==> src/rtl/booth_mult_pkg.sv <==
package booth_mult_pkg;

    // Default operand width; must be even and at least 4.
    localparam int unsigned BM_WIDTH = 8;

    // Control for one partial-product row.
    typedef struct packed {
        logic neg;   // change the sign of the selection
        logic two;   // select twice the multiplicand
        logic one;   // select the multiplicand
    } booth_ctl_t;

    // Variant choice for the final two-vector adder.
    typedef enum logic {
        CPA_NATIVE = 1'b0,
        CPA_RIPPLE = 1'b1
    } cpa_kind_e;

    // Recode one overlapping triple {b(2i+1), b(2i), b(2i-1)}.
    // Digit value is -2*t[2] + t[1] + t[0]; 000 and 111 give no selection
    // and no negation.
    function automatic booth_ctl_t booth_recode(input logic [2:0] trip);
        booth_ctl_t c;
        c.one = trip[1] ^ trip[0];
        c.two = (trip[2] & ~trip[1] & ~trip[0]) | (~trip[2] & trip[1] & trip[0]);
        c.neg = trip[2] & ~(trip[1] & trip[0]);
        return c;
    endfunction

    // Column position of the least significant bit of row r.
    function automatic int unsigned row_offset(input int unsigned r);
        return 2 * r;
    endfunction

endpackage

==> src/rtl/booth_digit_enc.sv <==
module booth_digit_enc
    import booth_mult_pkg::*;
#(
    parameter int unsigned N = BM_WIDTH
) (
    input  logic [N-1:0]              mplier,
    output booth_ctl_t [N/2-1:0]      ctl
);
    localparam int unsigned D = N / 2;

    // Implicit zero below the least significant multiplier bit.
    logic [N:0] ext;
    assign ext = {mplier, 1'b0};

    for (genvar i = 0; i < D; i++) begin : g_digit
        assign ctl[i] = booth_recode(ext[2*i+2 : 2*i]);
    end

endmodule

==> src/rtl/booth_pp_row.sv <==
module booth_pp_row
    import booth_mult_pkg::*;
#(
    parameter int unsigned N   = BM_WIDTH,
    parameter int unsigned ROW = 0
) (
    input  logic [N-1:0]   mcand,
    input  booth_ctl_t     ctl,
    output logic [2*N-1:0] row
);
    localparam int unsigned D   = N / 2;
    localparam int unsigned OFS = row_offset(ROW);

    if (ROW == D - 1) begin : g_last
        // Top row: full two's complement in place, no separate +1 bit.
        logic [N+1:0] mult;
        logic [N+1:0] below;
        logic [N+1:0] twos;

        always_comb begin
            mult = '0;
            if (ctl.one)
                mult = {{2{mcand[N-1]}}, mcand};
            else if (ctl.two)
                mult = {mcand[N-1], mcand, 1'b0};
        end

        // Negation flips every bit above the lowest set bit. Each flip
        // enable is an independent OR of the bits below it, so all of them
        // settle in parallel with the other rows' selectors.
        assign below[0] = 1'b0;
        for (genvar k = 1; k < N + 2; k++) begin : g_pre
            assign below[k] = |mult[k-1:0];
        end

        assign twos = mult ^ ({(N+2){ctl.neg}} & below);

        // Top two bits carry the folded constant 2'b11.
        always_comb begin
            row = '0;
            row[OFS +: N]     = twos[N-1:0];
            row[OFS + N +: 2] = twos[N+1:N] + 2'b11;
        end
    end else if (ROW == 0) begin : g_first
        logic [N:0] mult;
        logic [N:0] inv;

        assign mult = ctl.one ? {mcand[N-1], mcand} :
                      ctl.two ? {mcand, 1'b0}       : '0;
        assign inv  = mult ^ {(N+1){ctl.neg}};

        // Prefix ~s s s replaces the sign run and part of the constant.
        always_comb begin
            row = '0;
            row[N-1:0] = inv[N-1:0];
            row[N+2:N] = {~inv[N], inv[N], inv[N]};
        end
    end else begin : g_mid
        logic [N:0] mult;
        logic [N:0] inv;

        assign mult = ctl.one ? {mcand[N-1], mcand} :
                      ctl.two ? {mcand, 1'b0}       : '0;
        assign inv  = mult ^ {(N+1){ctl.neg}};

        // Prefix 1 ~s.
        always_comb begin
            row = '0;
            row[OFS +: N]   = inv[N-1:0];
            row[OFS + N]    = ~inv[N];
            row[OFS + N + 1] = 1'b1;
        end
    end

endmodule

==> src/rtl/csa_row.sv <==
module csa_row #(
    parameter int unsigned W = 16
) (
    input  logic [W-1:0] x,
    input  logic [W-1:0] y,
    input  logic [W-1:0] z,
    output logic [W-1:0] sum,
    output logic [W-1:0] carry   // already weighted one column up
);
    assign carry[0] = 1'b0;

    for (genvar k = 0; k < W; k++) begin : g_bit
        assign sum[k] = x[k] ^ y[k] ^ z[k];
        if (k < W - 1) begin : g_maj
            assign carry[k+1] = (x[k] & y[k]) | (x[k] & z[k]) | (y[k] & z[k]);
        end
    end

endmodule

==> src/rtl/cpa_row.sv <==
module cpa_row
    import booth_mult_pkg::*;
#(
    parameter int unsigned W    = 16,
    parameter cpa_kind_e   KIND = CPA_RIPPLE
) (
    input  logic [W-1:0] x,
    input  logic [W-1:0] y,
    output logic [W-1:0] sum
);
    if (KIND == CPA_NATIVE) begin : g_native
        assign sum = x + y;
    end else begin : g_ripple
        always_comb begin
            logic c;
            c = 1'b0;
            for (int k = 0; k < W; k++) begin
                sum[k] = x[k] ^ y[k] ^ c;
                c      = (x[k] & y[k]) | (c & (x[k] ^ y[k]));
            end
        end
    end

endmodule

==> src/rtl/booth_r4_mult.sv <==
module booth_r4_mult
    import booth_mult_pkg::*;
#(
    parameter int unsigned N        = BM_WIDTH,
    parameter bit          REG_OUT  = 1'b1,
    parameter cpa_kind_e   CPA_KIND = CPA_RIPPLE
) (
    input  logic           clk,
    input  logic           rst,
    input  logic [N-1:0]   mcand,
    input  logic [N-1:0]   mplier,
    output logic [2*N-1:0] product
);
    localparam int unsigned D  = N / 2;
    localparam int unsigned PW = 2 * N;

    booth_ctl_t [D-1:0] ctl;
    logic [PW-1:0] body [D];
    logic [PW-1:0] rows [D];

    booth_digit_enc #(.N(N)) u_enc (
        .mplier (mplier),
        .ctl    (ctl)
    );

    for (genvar i = 0; i < D; i++) begin : g_row
        booth_pp_row #(.N(N), .ROW(i)) u_row (
            .mcand (mcand),
            .ctl   (ctl[i]),
            .row   (body[i])
        );
        // The +1 of row i-1 sits in the empty columns under row i.
        if (i == 0) begin : g_base
            assign rows[i] = body[i];
        end else begin : g_fill
            assign rows[i] = body[i] | (PW'(ctl[i-1].neg) << row_offset(i-1));
        end
    end

    // Carry-save chain: N/2 rows down to two vectors.
    logic [PW-1:0] sum_v [1:D-1];
    logic [PW-1:0] car_v [1:D-1];

    assign sum_v[1] = rows[0];
    assign car_v[1] = rows[1];

    for (genvar j = 2; j < D; j++) begin : g_csa
        csa_row #(.W(PW)) u_csa (
            .x     (sum_v[j-1]),
            .y     (car_v[j-1]),
            .z     (rows[j]),
            .sum   (sum_v[j]),
            .carry (car_v[j])
        );
    end

    logic [PW-1:0] total;

    cpa_row #(.W(PW), .KIND(CPA_KIND)) u_cpa (
        .x   (sum_v[D-1]),
        .y   (car_v[D-1]),
        .sum (total)
    );

    if (REG_OUT) begin : g_reg
        always_ff @(posedge clk) begin
            if (rst)
                product <= '0;
            else
                product <= total;
        end
    end else begin : g_comb
        assign product = total;
    end

endmodule

==> config.mk <==
export PLATFORM = sky130hd
export DESIGN_NAME = booth_r4_mult
export DESIGN_NICKNAME = d
export VERILOG_FILES = /design/src/rtl/booth_mult_pkg.sv /design/src/rtl/booth_digit_enc.sv /design/src/rtl/booth_pp_row.sv /design/src/rtl/csa_row.sv /design/src/rtl/cpa_row.sv /design/src/rtl/booth_r4_mult.sv
export SDC_FILE = /design/constraint.sdc
export NUM_CORES = 1
export LEC_CHECK = 0
export BUFFER_PORTS_ARGS = -buffer_cell sky130_fd_sc_hd__buf_2
export CAP_MARGIN = 20
export CORE_ASPECT_RATIO = 1.75
export CORE_MARGIN = 8
export CORE_UTILIZATION = 42
export CTS_CLUSTER_DIAMETER = 60
export DETAILED_ROUTE_END_ITERATION = 12
export PLACE_DENSITY = 0.61
export SETUP_SLACK_MARGIN = 0.2
export SLEW_MARGIN = 10
export SYNTH_ARGS = -nofsm -noshare
export SYNTH_HDL_FRONTEND = slang
export SYNTH_SLANG_ARGS = --single-unit
==> constraint.sdc <==
create_clock -name clk -period 17.71 [get_ports clk]
set_input_delay 1.771 -clock clk [delete_from_list [all_inputs] [get_ports clk]]
set_output_delay 1.771 -clock clk [all_outputs]
set_load 0.03 [all_outputs]
==> flow_summary.json <==
{
  "cap_violations": 0,
  "hold_path.class": "input pin to flop",
  "start_util_pct": 43.5,
  "synth_fp_nets": 326,
  "vdd_ir_drop_max_uv": 59.7,
  "num_vias": 1885,
  "areaGrowthSynthToFinish_pct": 9.22,
  "period_share_pct": 46.0,
  "power.density_nw_per_um2": 104,
  "die_area_um2": 8210,
  "largest_reg_flops": 16,
  "drt_iter0_drc": 39,
  "syn-cell-area_um2": 2310,
  "die_width_um": 72.0,
  "finalWirelength_um": 5710,
  "startpoint_type": "input pin",
  "ant_nets": 0,
  "overflow": 0,
  "antenna_found_initial": 0,
  "root_buffer": "clkbuf_8",
  "cts.reportedPaths.clkPinSlew_ns": 0.07,
  "cts_tree": "built",
  "num_rows": 35,
  "criticalPathCategory": "input pin to flop",
  "synthCells": 273,
  "async_flop_share_pct": 0,
  "p_comb_share_pct": 67.8,
  "routed_via_density": 5.19,
  "min_period_ns": 8.15,
  "p_switching_mw": 0.119,
  "setup_slack_ns": 9.56,
  "gp_congestion": 0.980,
  "syn_avg_cell_area_um2": 8.45,
  "total_leakage_power_nw": 1.12,
  "outcome": "complete, no violations",
  "grt_pass1_wl_um": 9880,
  "grt_max_degree": 20,
  "synth-seq-cells": 16,
  "top_regs": "product x16",
  "multi_input_area_um2": 1780,
  "sequentialPowerShare_pct": 19.7,
  "hpwl_um": 4690,
  "cp-end-kind": "flop",
  "boundaryPins": 34,
  "dp_slack_ns": 9.27,
  "crit_fanout": 19,
  "cts_made_buffers": 3,
  "detail_route.wl_per_cell_um": 15.7,
  "synth_ff_type": "dfxtp_1",
  "cts_setup_buffers": 0,
  "grt_usage_pct": 15.3,
  "finalHoldViolations": 0,
  "fin_nets": 343,
  "ys_seq_area_share_pct": 13.9,
  "power.share.clock_pct": 12.5,
  "cts.path.max_buffers": 2,
  "slew_viol_final": 0,
  "io_buffers": 33,
  "slew_headroom_pct": 42.3,
  "worstPathArrival_ns": 8.34,
  "first_pass_iters": 4,
  "tightest_slew_ns": 0.864,
  "rsz0062_at_grt": "false",
  "n_fill_cell": 559,
  "hold_buffers": 0,
  "seq_area_um2": 320,
  "tns_ns": 0,
  "drc": 0,
  "finalSetupViolations": 0,
  "insertedDiodeCount": 0,
  "synth.distinct_cells": 54,
  "drive_gt1_share_pct": 18.0,
  "fp.dieH_um": 114,
  "yosys_warnings": 0,
  "top_register": "product",
  "p_int_mw": 0.143,
  "required_ns": 17.90,
  "switching_share_pct": 45.5,
  "grt_pass1_vias": 2138,
  "synth_edf_count": 0,
  "fp.coreArea_um2": 5300,
  "cts_resized": 0,
  "max_freq_ghz": 0.123,
  "cts.sinks": 16,
  "h-tree-depth": 1
}
[Yosys cell counts (7+ instances only)]
master | number | area share [%]
a21oi_1 | 16 | 3.5
clkbuf_1 | 14 | 2.3
dfxtp_1 | 16 | 14
fa_1 | 26 | 23
ha_1 | 9 | 4.9
inv_1 | 28 | 4.6
mux2_2 | 7 | 3.4
nand2_1 | 33 | 5.4
nor2_1 | 11 | 1.8
nor2b_1 | 13 | 3.5
o21ai_0 | 10 | 2.2
xnor2_1 | 23 | 8.7
[power groups by stage]
stage / logic (mW) / registers [mW] / clock network, mW
finish: 0.178 / 0.0516 / 0.0329
global route: 0.210 / 0.0529 / 0.0353
CTS: 0.184 / 0.0519 / 0.0344
detailed placement: 0.183 / 0.0526 / 0
global placement: 0.180 / 0.0524 / 0
floorplan: 0.117 / 0.0785 / 0
[through the flow]
stage | instance area, um2 | hold slack (ns) | power (mW) | utilization [%] | cells
2_1_floorplan | 2310 | 1.84 | 0.195 | - | 273
3_3_place_gp | 2460 | 2.13 | 0.233 | 46.5 | 359
3_5_place_dp | 2460 | 2.13 | 0.236 | 46.5 | 359
4_1_cts | 2520 | 1.86 | 0.270 | 47.6 | 363
5_1_grt | 2520 | 1.88 | 0.299 | 47.6 | 363
6_report | 2520 | 1.86 | 0.263 | 47.6 | 363
[final cells by class]
cell class	count	area share, %
Timing Repair Buffer	33	6.55
Clock buffer	4	2.18
Tap cell	74	3.67
Inverter	28	4.17
Sequential cell	16	12.7
Multi-Input combinational cell	208	70.7
[critical path, stage by stage]
cell and delay, ns:
buf_2 0.30, ha_1 0.42, a221o_1 0.42, nand2_1 0.11
xnor2_1 0.08, fa_1 0.52, inv_1 0.05, fa_1 0.48
fa_1 0.46, fa_1 0.37, inv_1 0.07, fa_1 0.16
inv_1 0.05, fa_1 0.37, fa_1 0.38, fa_1 0.39
fa_1 0.39, fa_1 0.39, fa_1 0.37, inv_1 0.07
fa_1 0.18, fa_1 0.41, nor2_1 0.12
[cell families (layout without fill, tap and decap cells)]
logic type,Yosys count,in the layout,synth area share [%]
compound gates,53,53,15.6
xor+xnor,29,29,11.0
fa+ha+maj,35,35,27.4
buf+inv,49,65,8.89
flops,16,16,13.9
mux,9,9,4.28
simple gates,82,82,18.9
[worst paths after layout]
check           to       from  slack, ns  cells past startpoint
max    product[14]  mplier[1]       9.56                     23
min    product[13]        rst       1.86                      2
[per-layer routing]
metal	vias to the layer above	wire length [um]	global-route usage [%]
met5	-	0	0
met2	39	3210	29.8
li1	935	-	-
met1	892	2020	13.9
met4	0	323	10.4
met3	19	150	2.20
[cell usage in the layout (no fill, tap or decap), drive strengths merged, types with 2 or more instances in the layout]
cell type / synthesis / routed
nor3b: 5 / 5
dfxtp: 16 / 16
mux2: 7 / 7
buf: 7 / 33
fa: 26 / 26
nand2: 34 / 34
a311o: 2 / 2
inv: 28 / 28
a22o: 2 / 2
xor2: 6 / 6
or4: 2 / 2
clkbuf: 14 / 4
nand2b: 4 / 4
nor3: 2 / 2
nor2: 11 / 11
nor2b: 13 / 13
mux2i: 2 / 2
a21oi: 17 / 17
xnor2: 23 / 23
ha: 9 / 9
or3b: 2 / 2
o211ai: 2 / 2
a211oi: 2 / 2
a32oi: 2 / 2
o21a: 2 / 2
o21ai: 10 / 10
(Power assumes the default switching activity.)
